## src/rtl/txr_pkg.sv

```systemverilog
package txr_pkg;
    localparam int WORD_W  = 32;
    localparam int BYTE_W  = 8;
    localparam int PTR_W   = 12;
    localparam int CNT_W   = 13;
    localparam int ERR_W   = 4;
    localparam int STC_W   = 4;
    localparam int EXT_W   = 2;
    localparam int LANES   = WORD_W / BYTE_W;
    localparam int LANE_W  = $clog2(LANES);
    localparam int SLOT_SH = 3;

    // register offsets
    localparam logic [3:0] OFS_CTRL = 4'h0;
    localparam logic [3:0] OFS_BASE = 4'h4;
    localparam logic [3:0] OFS_STOP = 4'h8;
    localparam logic [3:0] OFS_STAT = 4'hC;

    // status state codes
    localparam logic [STC_W-1:0] STC_OFF  = 4'd0;
    localparam logic [STC_W-1:0] STC_ACT  = 4'd1;
    localparam logic [STC_W-1:0] STC_IDLE = 4'd2;
    localparam logic [STC_W-1:0] STC_STOP = 4'd3;
    localparam logic [STC_W-1:0] STC_SUSP = 4'd4;

    // error codes
    localparam logic [ERR_W-1:0] ERC_NONE = 4'd0;
    localparam logic [ERR_W-1:0] ERC_PROT = 4'd1;
    localparam logic [ERR_W-1:0] ERC_BUF  = 4'd3;
    localparam logic [ERR_W-1:0] ERC_DESC = 4'd4;

    typedef enum logic [3:0] {
        S_OFF, S_DECIDE, S_IDLE, S_SUSP,
        S_CREQ, S_CWAIT, S_AREQ, S_AWAIT,
        S_BREQ, S_BWAIT, S_EMIT, S_DONE, S_STOP
    } seq_state_e;

    typedef struct packed {
        logic             sof;
        logic             eof;
        logic             irq;
        logic             wrap;
        logic [EXT_W-1:0] ext;
        logic [CNT_W-1:0] cnt;
    } desc_ctl_t;
endpackage

```

## src/rtl/txr_regs.sv

```systemverilog
module txr_regs
    import txr_pkg::*;
(
    input  logic              clk,
    input  logic              rst_n,
    input  logic              wr_en,
    input  logic [3:0]        addr,
    input  logic [WORD_W-1:0] wdata,
    input  logic [WORD_W-1:0] status,
    output logic [WORD_W-1:0] rdata,
    output logic              ctl_en,
    output logic              ctl_susp,
    output logic              ctl_loop,
    output logic              ctl_flush,
    output logic [EXT_W-1:0]  ctl_ext,
    output logic [WORD_W-1:0] ring_base,
    output logic [PTR_W-1:0]  stop_idx
);
    logic [WORD_W-1:0] ctrl_word;

    always_ff @(posedge clk) begin
        if (!rst_n) begin
            ctl_en    <= 1'b0;
            ctl_susp  <= 1'b0;
            ctl_loop  <= 1'b0;
            ctl_flush <= 1'b0;
            ctl_ext   <= '0;
            ring_base <= '0;
            stop_idx  <= '0;
        end else if (wr_en) begin
            unique case (addr)
                OFS_CTRL: begin
                    ctl_en    <= wdata[0];
                    ctl_susp  <= wdata[1];
                    ctl_loop  <= wdata[2];
                    ctl_flush <= wdata[4];
                    ctl_ext   <= wdata[17:16];
                end
                OFS_BASE: ring_base <= wdata;
                OFS_STOP: stop_idx  <= wdata[PTR_W-1:0];
                default: ;
            endcase
        end
    end

    always_comb begin
        ctrl_word        = '0;
        ctrl_word[0]     = ctl_en;
        ctrl_word[1]     = ctl_susp;
        ctrl_word[2]     = ctl_loop;
        ctrl_word[4]     = ctl_flush;
        ctrl_word[17:16] = ctl_ext;
        unique case (addr)
            OFS_CTRL: rdata = ctrl_word;
            OFS_BASE: rdata = ring_base;
            OFS_STOP: rdata = {{(WORD_W-PTR_W){1'b0}}, stop_idx};
            OFS_STAT: rdata = status;
            default:  rdata = '0;
        endcase
    end
endmodule

```

## src/rtl/txr_lane.sv

```systemverilog
module txr_lane #(
    parameter int WORD_W = 32,
    parameter int BYTE_W = 8,
    localparam int LANES  = WORD_W / BYTE_W,
    localparam int LANE_W = $clog2(LANES)
) (
    input  logic [WORD_W-1:0] word,
    input  logic [LANE_W-1:0] lane,
    output logic [BYTE_W-1:0] byte_out
);
    logic [BYTE_W-1:0] lane_bytes [LANES];

    for (genvar g = 0; g < LANES; g++) begin : g_lane
        assign lane_bytes[g] = word[g*BYTE_W +: BYTE_W];
    end

    assign byte_out = lane_bytes[lane];
endmodule

```

## src/rtl/txr_seq.sv

```systemverilog
module txr_seq
    import txr_pkg::*;
(
    input  logic              clk,
    input  logic              rst_n,
    input  logic              ctl_en,
    input  logic              ctl_susp,
    input  logic              ctl_loop,
    input  logic              ctl_flush,
    input  logic [EXT_W-1:0]  ctl_ext,
    input  logic [WORD_W-1:0] ring_base,
    input  logic [PTR_W-1:0]  stop_idx,
    output logic              mem_req,
    output logic [WORD_W-1:0] mem_addr,
    input  logic              mem_rvalid,
    input  logic [WORD_W-1:0] mem_rdata,
    input  logic              mem_rerr,
    output logic              tx_valid,
    input  logic              tx_ready,
    output logic              tx_sof,
    output logic              tx_eof,
    output logic [WORD_W-1:0] emit_word,
    output logic [LANE_W-1:0] emit_lane,
    output logic              irq_done,
    output logic              irq_err,
    output logic [STC_W-1:0]  st_code,
    output logic [ERR_W-1:0]  err_code,
    output logic [PTR_W-1:0]  cur_ptr
);
    seq_state_e        state_q, state_d;
    desc_ctl_t         dctl_q;
    logic [PTR_W-1:0]  ptr_q;
    logic [ERR_W-1:0]  err_q;
    logic [WORD_W-1:0] buf_addr_q;
    logic [CNT_W-1:0]  remain_q;
    logic [WORD_W-1:0] word_q;
    logic [LANE_W-1:0] lane_q;
    logic              first_q;
    logic              err_pulse_q;
    logic [WORD_W-1:0] desc_addr;
    logic              take;
    logic              last_byte;
    logic [EXT_W-1:0]  route;

    assign desc_addr = {ring_base[WORD_W-1 -: EXT_W] | ctl_ext, ring_base[WORD_W-EXT_W-1:0]}
                     + {{(WORD_W-PTR_W-SLOT_SH){1'b0}}, ptr_q, {SLOT_SH{1'b0}}};
    assign take      = ctl_loop || tx_ready;
    assign last_byte = (remain_q == CNT_W'(1));
    assign route     = mem_rdata[WORD_W-1 -: EXT_W];

    // next state
    always_comb begin
        state_d = state_q;
        if (!ctl_en) begin
            state_d = S_OFF;
        end else begin
            unique case (state_q)
                S_OFF:    state_d = S_DECIDE;
                S_DECIDE: begin
                    if (ctl_susp)               state_d = S_SUSP;
                    else if (ptr_q == stop_idx) state_d = S_IDLE;
                    else                        state_d = S_CREQ;
                end
                S_IDLE: begin
                    if (ctl_susp)               state_d = S_SUSP;
                    else if (ptr_q != stop_idx) state_d = S_CREQ;
                end
                S_SUSP:   if (!ctl_susp) state_d = S_DECIDE;
                S_CREQ:   state_d = S_CWAIT;
                S_CWAIT:  if (mem_rvalid) state_d = mem_rerr ? S_STOP : S_AREQ;
                S_AREQ:   state_d = S_AWAIT;
                S_AWAIT: begin
                    if (mem_rvalid) begin
                        if (mem_rerr || route != '0)               state_d = S_STOP;
                        else if (ctl_flush || dctl_q.cnt == '0)    state_d = S_DONE;
                        else                                       state_d = S_BREQ;
                    end
                end
                S_BREQ:   state_d = S_BWAIT;
                S_BWAIT:  if (mem_rvalid) state_d = mem_rerr ? S_STOP : S_EMIT;
                S_EMIT: begin
                    if (take) begin
                        if (last_byte)                          state_d = S_DONE;
                        else if (lane_q == LANE_W'(LANES - 1))  state_d = S_BREQ;
                    end
                end
                S_DONE:   state_d = S_DECIDE;
                S_STOP:   state_d = S_STOP;
                default:  state_d = S_OFF;
            endcase
        end
    end

    // state register
    always_ff @(posedge clk) begin
        if (!rst_n) begin
            state_q     <= S_OFF;
            err_pulse_q <= 1'b0;
        end else begin
            state_q     <= state_d;
            err_pulse_q <= (state_d == S_STOP) && (state_q != S_STOP);
        end
    end

    // datapath
    always_ff @(posedge clk) begin
        if (!rst_n) begin
            dctl_q     <= '0;
            ptr_q      <= '0;
            err_q      <= ERC_NONE;
            buf_addr_q <= '0;
            remain_q   <= '0;
            word_q     <= '0;
            lane_q     <= '0;
            first_q    <= 1'b0;
        end else if (!ctl_en) begin
            ptr_q <= '0;
            err_q <= ERC_NONE;
        end else begin
            unique case (state_q)
                S_CWAIT: begin
                    if (mem_rvalid) begin
                        if (mem_rerr) begin
                            err_q <= ERC_DESC;
                        end else begin
                            dctl_q.sof  <= mem_rdata[31];
                            dctl_q.eof  <= mem_rdata[30];
                            dctl_q.irq  <= mem_rdata[29];
                            dctl_q.wrap <= mem_rdata[28];
                            dctl_q.ext  <= mem_rdata[17:16];
                            dctl_q.cnt  <= mem_rdata[CNT_W-1:0];
                        end
                    end
                end
                S_AWAIT: begin
                    if (mem_rvalid) begin
                        if (mem_rerr) begin
                            err_q <= ERC_DESC;
                        end else if (route != '0) begin
                            err_q <= ERC_PROT;
                        end else begin
                            buf_addr_q <= {dctl_q.ext, mem_rdata[WORD_W-EXT_W-1:0]};
                            remain_q   <= dctl_q.cnt;
                            lane_q     <= '0;
                            first_q    <= 1'b1;
                        end
                    end
                end
                S_BWAIT: begin
                    if (mem_rvalid) begin
                        if (mem_rerr) err_q  <= ERC_BUF;
                        else          word_q <= mem_rdata;
                    end
                end
                S_EMIT: begin
                    if (take) begin
                        remain_q <= remain_q - CNT_W'(1);
                        lane_q   <= lane_q + LANE_W'(1);
                        first_q  <= 1'b0;
                        if (lane_q == LANE_W'(LANES - 1))
                            buf_addr_q <= buf_addr_q + WORD_W'(LANES);
                    end
                end
                S_DONE: ptr_q <= dctl_q.wrap ? '0 : ptr_q + PTR_W'(1);
                default: ;
            endcase
        end
    end

    // outputs
    always_comb begin
        mem_req  = 1'b0;
        mem_addr = '0;
        tx_valid = 1'b0;
        st_code  = STC_ACT;
        unique case (state_q)
            S_CREQ: begin mem_req = 1'b1; mem_addr = desc_addr; end
            S_AREQ: begin mem_req = 1'b1; mem_addr = desc_addr + WORD_W'(LANES); end
            S_BREQ: begin mem_req = 1'b1; mem_addr = buf_addr_q; end
            S_EMIT: tx_valid = !ctl_loop;
            S_OFF:  st_code = STC_OFF;
            S_IDLE: st_code = STC_IDLE;
            S_SUSP: st_code = STC_SUSP;
            S_STOP: st_code = STC_STOP;
            default: ;
        endcase
        tx_sof    = tx_valid && first_q && dctl_q.sof;
        tx_eof    = tx_valid && last_byte && dctl_q.eof;
        emit_word = word_q;
        emit_lane = lane_q;
        irq_done  = (state_q == S_DONE) && dctl_q.irq;
        irq_err   = err_pulse_q;
        err_code  = err_q;
        cur_ptr   = ptr_q;
    end
endmodule

```

## src/rtl/txring_dma.sv

```systemverilog
module txring_dma
    import txr_pkg::*;
(
    input  logic        clk,
    input  logic        rst_n,
    input  logic        reg_wr,
    input  logic [3:0]  reg_addr,
    input  logic [31:0] reg_wdata,
    output logic [31:0] reg_rdata,
    output logic        mem_req,
    output logic [31:0] mem_addr,
    input  logic        mem_rvalid,
    input  logic [31:0] mem_rdata,
    input  logic        mem_rerr,
    output logic        tx_valid,
    input  logic        tx_ready,
    output logic [7:0]  tx_data,
    output logic        tx_sof,
    output logic        tx_eof,
    output logic        irq_done,
    output logic        irq_err
);
    logic              ctl_en, ctl_susp, ctl_loop, ctl_flush;
    logic [EXT_W-1:0]  ctl_ext;
    logic [WORD_W-1:0] ring_base;
    logic [PTR_W-1:0]  stop_idx;
    logic [STC_W-1:0]  st_code;
    logic [ERR_W-1:0]  err_code;
    logic [PTR_W-1:0]  cur_ptr;
    logic [WORD_W-1:0] status_w;
    logic [WORD_W-1:0] emit_word;
    logic [LANE_W-1:0] emit_lane;

    assign status_w = {{(WORD_W-ERR_W-STC_W-PTR_W){1'b0}}, err_code, st_code, cur_ptr};

    txr_regs u_regs (
        .clk(clk), .rst_n(rst_n), .wr_en(reg_wr), .addr(reg_addr),
        .wdata(reg_wdata), .status(status_w), .rdata(reg_rdata),
        .ctl_en(ctl_en), .ctl_susp(ctl_susp), .ctl_loop(ctl_loop),
        .ctl_flush(ctl_flush), .ctl_ext(ctl_ext), .ring_base(ring_base),
        .stop_idx(stop_idx)
    );

    txr_seq u_seq (
        .clk(clk), .rst_n(rst_n), .ctl_en(ctl_en), .ctl_susp(ctl_susp),
        .ctl_loop(ctl_loop), .ctl_flush(ctl_flush), .ctl_ext(ctl_ext),
        .ring_base(ring_base), .stop_idx(stop_idx),
        .mem_req(mem_req), .mem_addr(mem_addr), .mem_rvalid(mem_rvalid),
        .mem_rdata(mem_rdata), .mem_rerr(mem_rerr),
        .tx_valid(tx_valid), .tx_ready(tx_ready), .tx_sof(tx_sof), .tx_eof(tx_eof),
        .emit_word(emit_word), .emit_lane(emit_lane),
        .irq_done(irq_done), .irq_err(irq_err),
        .st_code(st_code), .err_code(err_code), .cur_ptr(cur_ptr)
    );

    txr_lane #(.WORD_W(WORD_W), .BYTE_W(BYTE_W)) u_lane (
        .word(emit_word), .lane(emit_lane), .byte_out(tx_data)
    );
endmodule

```

## config.mk

```make
export PLATFORM = sky130hd
export DESIGN_NAME = txring_dma
export DESIGN_NICKNAME = d
export VERILOG_FILES = /design/src/rtl/txr_pkg.sv /design/src/rtl/txr_regs.sv /design/src/rtl/txr_lane.sv /design/src/rtl/txr_seq.sv /design/src/rtl/txring_dma.sv
export SDC_FILE = /design/constraint.sdc
export NUM_CORES = 1
export LEC_CHECK = 0
export BUFFER_PORTS_ARGS = -buffer_cell sky130_fd_sc_hd__buf_2
export CELL_PAD_IN_SITES_DETAIL_PLACEMENT = 0
export CELL_PAD_IN_SITES_GLOBAL_PLACEMENT = 1
export CORE_MARGIN = 10
export CORE_UTILIZATION = 43
export CTS_CLUSTER_DIAMETER = 80
export DETAILED_ROUTE_END_ITERATION = 10
export PLACE_DENSITY_LB_ADDON = 0.12
export SYNTH_ARGS = -nofsm -noshare
export SYNTH_HDL_FRONTEND = slang
export SYNTH_SLANG_ARGS = --single-unit
```

## constraint.sdc

```tcl
create_clock -name clk -period 4.95 [get_ports clk]
set_input_delay 0.2475 -clock clk [delete_from_list [all_inputs] [get_ports clk]]
set_output_delay 0.2475 -clock clk [all_outputs]
set_load 0.005 [all_outputs]
```

==> results.md, run 1 <==
* Status: finished, final reports clean
* Beginning of the worst hold path: reg_wdata[27]
* Initial standard-cell utilization of the core at 43.3%
* DIE HEIGHT at between 150 and 200 um
* Antenna cell count at 0
* Count of clock tree sinks at 169
* Share of Yosys cell area claimed by the top area cell type at 31.2%
* Post-cts repair resize count at 0
* GRT Total Usage at a little under a quarter
* Register-to-Register Path Depth at 8
* Average size of a mapped cell at between 7 and 8 um2
* Top-count cell post-synth: nand2_1
* Floorplan core area at 0.0250 mm2
* Crit Path Category: reg -> out
* Fraction of layout cells with a size suffix above 1 at approximately 16%
* Kind of end point of the critical path: output port
* Timing-limited maximum frequency at roughly 220 MHz
* Insertion delay to the later sink of the worst-skew pair at 440 ps
* Data required, critical path at 4700 ps
* Drt first-iter violations at 1088
* Maximum buffer depth of the clock tree at 2
* Clock-pin slew reported for the worst setup and hold paths after clock tree synthesis at 80 ps
* Worst min path class: in -> reg
* Final critical path time including I/O delays and setup at 4630 ps
* Area of the die at 0.0320 mm2
* Layout Area Growth over Synthesis at 14.2%
* Clock buffers created by TritonCTS at 17
* Ranking of synthesized cells by area: dfxtp_1 (31%), nand2_1 (11%), a21boi_0 (7.5%)
* Library cell with the largest summed area after synthesis: dfxtp_1
* DRC violations left at 0
* Worst setup slack for register-to-register paths at 1700 ps
* Total grt overflow at 0
* Measured slew at the worst slew-check pin at between 900 and 1000 ps
* Pre-Repair DR Iteration Count at 8
* Clock tree root buffer cell: clkbuf_16
* LEAKAGE at 0.00475 uW
* RSZ-0062 raised after global routing: no
* Worst Path Arrival at 4380 ps
* Final setup vio count at 0
* First-pass GRT wire length at 58.1 mm
* Final clock period utilization by the worst path at 93.5%
* Commonest cells post-synth: nand2_1 (306), dfxtp_1 (169), a21boi_0 (109), nor2_1 (106), clkbuf_1 (89)
* Row count at 58
* Async S/R FF share, synth at 0%
* Setup bufs post-CTS at 0
* Kind of start point of the critical path: flop
* Fin Setup TNS at 0 ps
* Maximum capacitance violations at 0
* Flip-flop and latch count after synthesis at 169
* Cell depth of the worst min-delay path at 3
* Overall power of the completed layout at 2840 uW
* Worst reg2reg path endpoint: u_seq.buf_addr_q[24]
* Maximum number of pins on one net before global-route repair at between 90 and 100
* Area of the mapped netlist at 0.0109 mm2
* Final Slew Violations at 0
* Via count of the first global-routing pass at 10300
* Yosys cell types at 84
* Routed wire length at approximately 37 mm
* Worst Hold End: u_regs.ring_base[27]
* Syn_nets at about 1500
* Average via count per standard cell at 5.80
* Rel. slew slack at ~37%
* Net count of the finished layout at 1640
* Mapped Cells at 1456
* GPL Wtd Cong at 0.884
* Share of the yosys chip area belonging to registers at 31.2%
* Number of buffer cells added on primary ports at roughly 150
* Antenna violations before repair at 0
* Number of hold violations in the final report at 0
* Largest vdd supply drop at just under 0.2 mV
* Clock tree from TritonCTS: yes
* Die width at 179 um
* Yosys synthesis warning count at 0
* # H-tree levels at 4
* Number of synthesized flops with an enable pin at 0
* Final ANT Viol Nets at 0
* Layout Skew at between 15 and 20 ps
* Total via count after detailed routing at 11000
* Areal power density over the cells at 229 mW/mm2
* Hold-fix buffers, CTS at 0
* Largest fanout on the critical path at 9
* Startpoint of the worst register-to-register path: u_seq.state_q[0]
* Most instantiated flip-flop cell in the synthesis netlist: dfxtp_1
* HPWL after detailed placement at 27.4 mm
* Average detailed-routed wire length per instance at 19.6 um
* Total I/O pin count at 152
==> routing by layer <==
layer / wire length (um) / share of wire [%] / track usage, % / vias to the layer above
met1: 17100 / 46 / 30.8 / 5213
met4: 566 / 1.5 / 5.06 / 0
met3: 2040 / 5.5 / 3.31 / 34
met2: 17200 / 47 / 37.3 / 342
met5: 0 / 0 / 0 / -
li1: - / - / - / 5365
==> cells by family after synthesis <==
group / after synthesis / synth area share, %
and+or+nand+nor: 660 / 28.8
AOI/OAI and AO/OA: 408 / 25.9
DFF: 169 / 31.2
buffers and inverters: 123 / 4.52
xor gates and xnor gates: 62 / 5.00
adders and majority gates: 19 / 2.26
muxes: 15 / 2.31
==> critical path: stages, from the launching register on <==
cell and delay [ps]:
dfxtp_1 460, ha_1 240, inv_1 60, fa_1 390, nand2b_1 210, a211oi_4 440
o2111ai_2 250, nand4_1 180, and2b_1 230, nand4_2 200, or4_4 510, or4_1 510
nand3_1 130, buf_2 130
==> cells in the final DEF, fill, tap and decap left out, types with 5 or more instances in the layout <==
| master | synthesis | layout |
|---|---|---|
| nand2_1 | 306 | 305 |
| dfxtp_1 | 169 | 169 |
| buf_2 | 2 | 150 |
| a21boi_0 | 109 | 109 |
| nor2_1 | 106 | 105 |
| o21ai_0 | 83 | 83 |
| a21oi_1 | 67 | 67 |
| nand3_1 | 48 | 48 |
| xor2_1 | 41 | 41 |
| and2_1 | 38 | 38 |
| nor3_1 | 31 | 28 |
| inv_1 | 24 | 24 |
| xnor2_1 | 21 | 21 |
| buf_4 | 1 | 21 |
| and3_1 | 19 | 19 |
| a31oi_1 | 19 | 19 |
| a22oi_1 | 18 | 18 |
| ha_1 | 18 | 18 |
| nand4_1 | 17 | 17 |
| nor4_1 | 18 | 17 |
| clkbuf_16 | 0 | 17 |
| nor2b_1 | 15 | 15 |
| a22o_1 | 13 | 13 |
| o211ai_1 | 10 | 10 |
| or3_1 | 10 | 10 |
| a222oi_1 | 9 | 9 |
| mux4_2 | 8 | 8 |
| a21o_1 | 7 | 7 |
| or4_1 | 7 | 7 |
| mux2i_1 | 7 | 7 |
| o22ai_1 | 7 | 7 |
| nand2b_1 | 6 | 6 |
| and4_1 | 6 | 6 |
| or2_2 | 6 | 6 |
| o221a_2 | 6 | 6 |
| inv_6 | 0 | 6 |
| o211a_1 | 5 | 5 |
==> how the worst max path moves through the flow <==
stage	from	endpoint	slack, ps	depth (start not counted)
after floorplan	u_seq.cur_ptr[0]	mem_addr[21]	1290	12
after detailed placement	u_seq.cur_ptr[0]	mem_addr[21]	800	13
after CTS	u_seq.cur_ptr[0]	mem_addr[21]	330	13
final	u_seq.cur_ptr[0]	mem_addr[21]	320	13
after global routing	u_seq.cur_ptr[0]	mem_addr[29]	30	13
after global placement	u_seq.cur_ptr[0]	mem_addr[21]	910	13
==> layout make-up <==
cell class	instances	area (um2)
fill	2546	12600
multi-input combinational	1164	7030
sequential	169	3380
timing repair buffer	171	908
clock buffer	17	425
tap	330	413
clock inverter	15	150
inverter	24	90.1
==> where the power goes <==
| part | total, uW | switching [uW] | internal, uW | leakage, uW |
|---|---|---|---|---|
| Sequential | 1370 | 8.48 | 1360 | 0.00136 |
| Combinational | 132 | 79.3 | 52.3 | 0.00311 |
| Clock | 1340 | 668 | 671 | 0.000282 |
| Total | 2840 | 756 | 2090 | 0.00475 |
==> flip-flops by register name (all words and copies together), names as in the netlist, 2 cells and up <==
signal            cells
u_regs.ring_base     32
u_seq.buf_addr_q     32
u_seq.emit_word      32
u_seq.dctl_q         19
u_seq.remain_q       13
u_regs.stop_idx      12
u_seq.cur_ptr        12
u_seq.state_q         4
u_seq.err_code        3
u_regs.ctl_ext        2
u_seq.emit_lane       2
==> through the flow <==
step                      setup WS (ps)  hold slack, ps  std cells  utilization (%)  area (um2)
after global routing               27.9            58.4       1890             49.5       12400
after CTS                           332            39.0       1890             49.5       12400
after global placement              913             447       1858             47.2       11800
after floorplan                    1290             382       1456                -       10900
final                               324            40.7       1890             49.5       12400
after detailed placement            798             455       1858             47.2       11800
No activity file was read; power rests on OpenSTA's default activity.
==> run 2, diff against run 1 <==
--- a/config.mk
+++ b/config.mk
@@ -13,6 +13,7 @@
 export CTS_CLUSTER_DIAMETER = 80
 export DETAILED_ROUTE_END_ITERATION = 10
 export PLACE_DENSITY_LB_ADDON = 0.12
+export RECOVER_POWER = 25
 export SYNTH_ARGS = -nofsm -noshare
 export SYNTH_HDL_FRONTEND = slang
 export SYNTH_SLANG_ARGS = --single-unit
==> results.md, run 2 (same netlist as run 1, synthesis figures left out) <==
* Final setup vio count at 0
* Failing checks: capacitance limit, slew limit
* Status: finished, violations left
* Maximum buffer depth of the clock tree at 2
* Via count of the first global-routing pass at ~10000
* Setup bufs post-CTS at 0
* Largest fanout on the critical path at 9
* Longest individual stage delay on the worst path at 520 ps
* Layout Skew at 15.8 ps
* Worst Hold End: u_regs.ring_base[27]
* Count of clock tree sinks at 169
* Final cell count without fillers at 1890
* Worst min path class: in -> reg
* Placed cell area at roughly 0.012 mm2
* Routed wire length at 36.9 mm
* First-pass GRT wire length at 58.1 mm
* DRC violations left at 0
* Cell depth of the worst min-delay path at 3
* Kind of end point of the critical path: output port
* Register-to-Register Path Depth at 8
* Beginning of the worst hold path: reg_wdata[27]
* Kind of start point of the critical path: flop
* Number of buffer cells added on primary ports at 151
* Final clock period utilization by the worst path at 93.6%
* Instance count after placement with tap cells included at 1858
* Average detailed-routed wire length per instance at 19.5 um
* Maximum number of pins on one net before global-route repair at 96
* HPWL after detailed placement at 27.4 mm
* Cell breakdown of the critical path: ha_1 -> inv_1 -> fa_1 -> nand2b_1 -> a211oi_4 -> o2111ai_2 -> nand4_1 -> and2b_1 -> nand4_2 -> or4_4 -> or4_1 -> nand3_1 -> buf_2
* Areal power density over the cells at between 200 and 250 mW/mm2
* Clock tree root buffer cell: clkbuf_16
* Fraction of layout cells with a size suffix above 1 at 14.7%
* Antenna violations before repair at 0
* Area of the die at 0.0320 mm2
* Rel. slew slack at -140%
* Clock buffers created by TritonCTS at 17
* Total I/O pin count at 152
* Fin Setup TNS at 0 ps
* Post-cts repair resize count at 0
* LEAKAGE at 0.00465 uW
* Die width at 179 um
* Number of hold violations in the final report at 0
* GPL Wtd Cong at 0.884
* Most common cell after layout, fill and taps aside: nand2_1
* Final Slew Violations at 131
* Drt first-iter violations at 1079
* Measured slew at the worst slew-check pin at 3610 ps
* Total via count after detailed routing at 10900
* # H-tree levels at 4
* Average via count per standard cell at 5.77
* Insertion delay to the later sink of the worst-skew pair at 440 ps
* Largest vdd supply drop at 0.193 mV
* Net count of the finished layout at 1640
* Initial standard-cell utilization of the core at a little over two fifths
* Commonest cells after routing, fill and taps aside: nand2_1 (305), dfxtp_1 (169), buf_2 (129)
* Crit Path Category: reg -> out
* Clock tree from TritonCTS: yes
* Hold-fix buffers, CTS at 0
* DIE HEIGHT at 179 um
* Floorplan core area at 0.0250 mm2
* Final critical path time including I/O delays and setup at 4630 ps
* Pre-Repair DR Iteration Count at 8
* Data required, critical path at about 4700 ps
* Timing-limited maximum frequency at 216 MHz
* Worst setup slack for register-to-register paths at approximately 1700 ps
* Maximum capacitance violations at 2
* Layout Area Growth over Synthesis at 13.8%
* RSZ-0062 raised after global routing: no
* Worst reg2reg path endpoint: u_seq.buf_addr_q[24]
* Clock-pin slew reported for the worst setup and hold paths after clock tree synthesis at 80 ps
* Worst Path Arrival at ~4400 ps
* Slowest-stage cell, CP: or4_1
* Startpoint of the worst register-to-register path: u_seq.state_q[0]
* Row count at between 50 and 60
* Antenna cell count at 0
* Final design instance area without fill at ~0.012 mm2
* GRT Total Usage at 22.7%
* Total grt overflow at 0
* Final ANT Viol Nets at 0
* Critical path startpoint: u_seq.cur_ptr[0]
run 2: cell types whose count changed in the layout (fill, tap and decap cells not counted), sizes merged:
cell,previous run,this run
clkbuf,17,41
buf,171,147
run 2: per-stage QoR:
step	hold WS [ps]	worst slack (ps)	util [%]	power, uW
after floorplan	382	1290	-	1460
after global placement	447	913	47.2	1530
after detailed placement	455	798	47.2	1530
after CTS	39.0	332	49.5	2860
after global routing	62.6	27.9	49.4	2930
final	44.0	318	49.4	2840
run 2: cell type report:
type / instances / area [um2]
Inverter: 24 / 90.1
Fill cell: 2557 / 12700
Multi-Input combinational cell: 1164 / 7020
Clock buffer: 17 / 425
Clock inverter: 15 / 150
Tap cell: 330 / 413
Timing Repair Buffer: 171 / 872
Sequential cell: 169 / 3380
run 2: worst max-delay path by stage:
| stage | end | cells past startpoint |
|---|---|---|
| 6_report | mem_addr[21] | 13 |
| 5_1_grt | mem_addr[29] | 13 |
| 4_1_cts | mem_addr[21] | 13 |
| 3_5_place_dp | mem_addr[21] | 13 |
| 3_3_place_gp | mem_addr[21] | 13 |
| 2_1_floorplan | mem_addr[21] | 12 |
run 2: power by group:
part	switching (uW)	internal (uW)
sequential	8.54	1360
combinational	78.4	54.8
clock	664	671
total	751	2090
run 2: worst max-delay path, delay by kind of cell, from the launching register on:
| kind | cells | cell delay [ps] |
|---|---|---|
| buffers and inverters | 2 | 190 |
| DFF | 1 | 460 |
| AOI/OAI and AO/OA | 2 | 690 |
| and+or+nand+nor | 7 | 1990 |
| adders and majority gates | 2 | 630 |
run 2: layer usage:
layer  vias to the layer above  part of all wire, %  GRT usage [%]
met1                      5189                   46           30.8
met5                         -                    0              0
met2                       329                   47           37.3
met4                         0                  1.5           5.06
li1                       5365                    -              -
met3                        31                  5.6           3.31
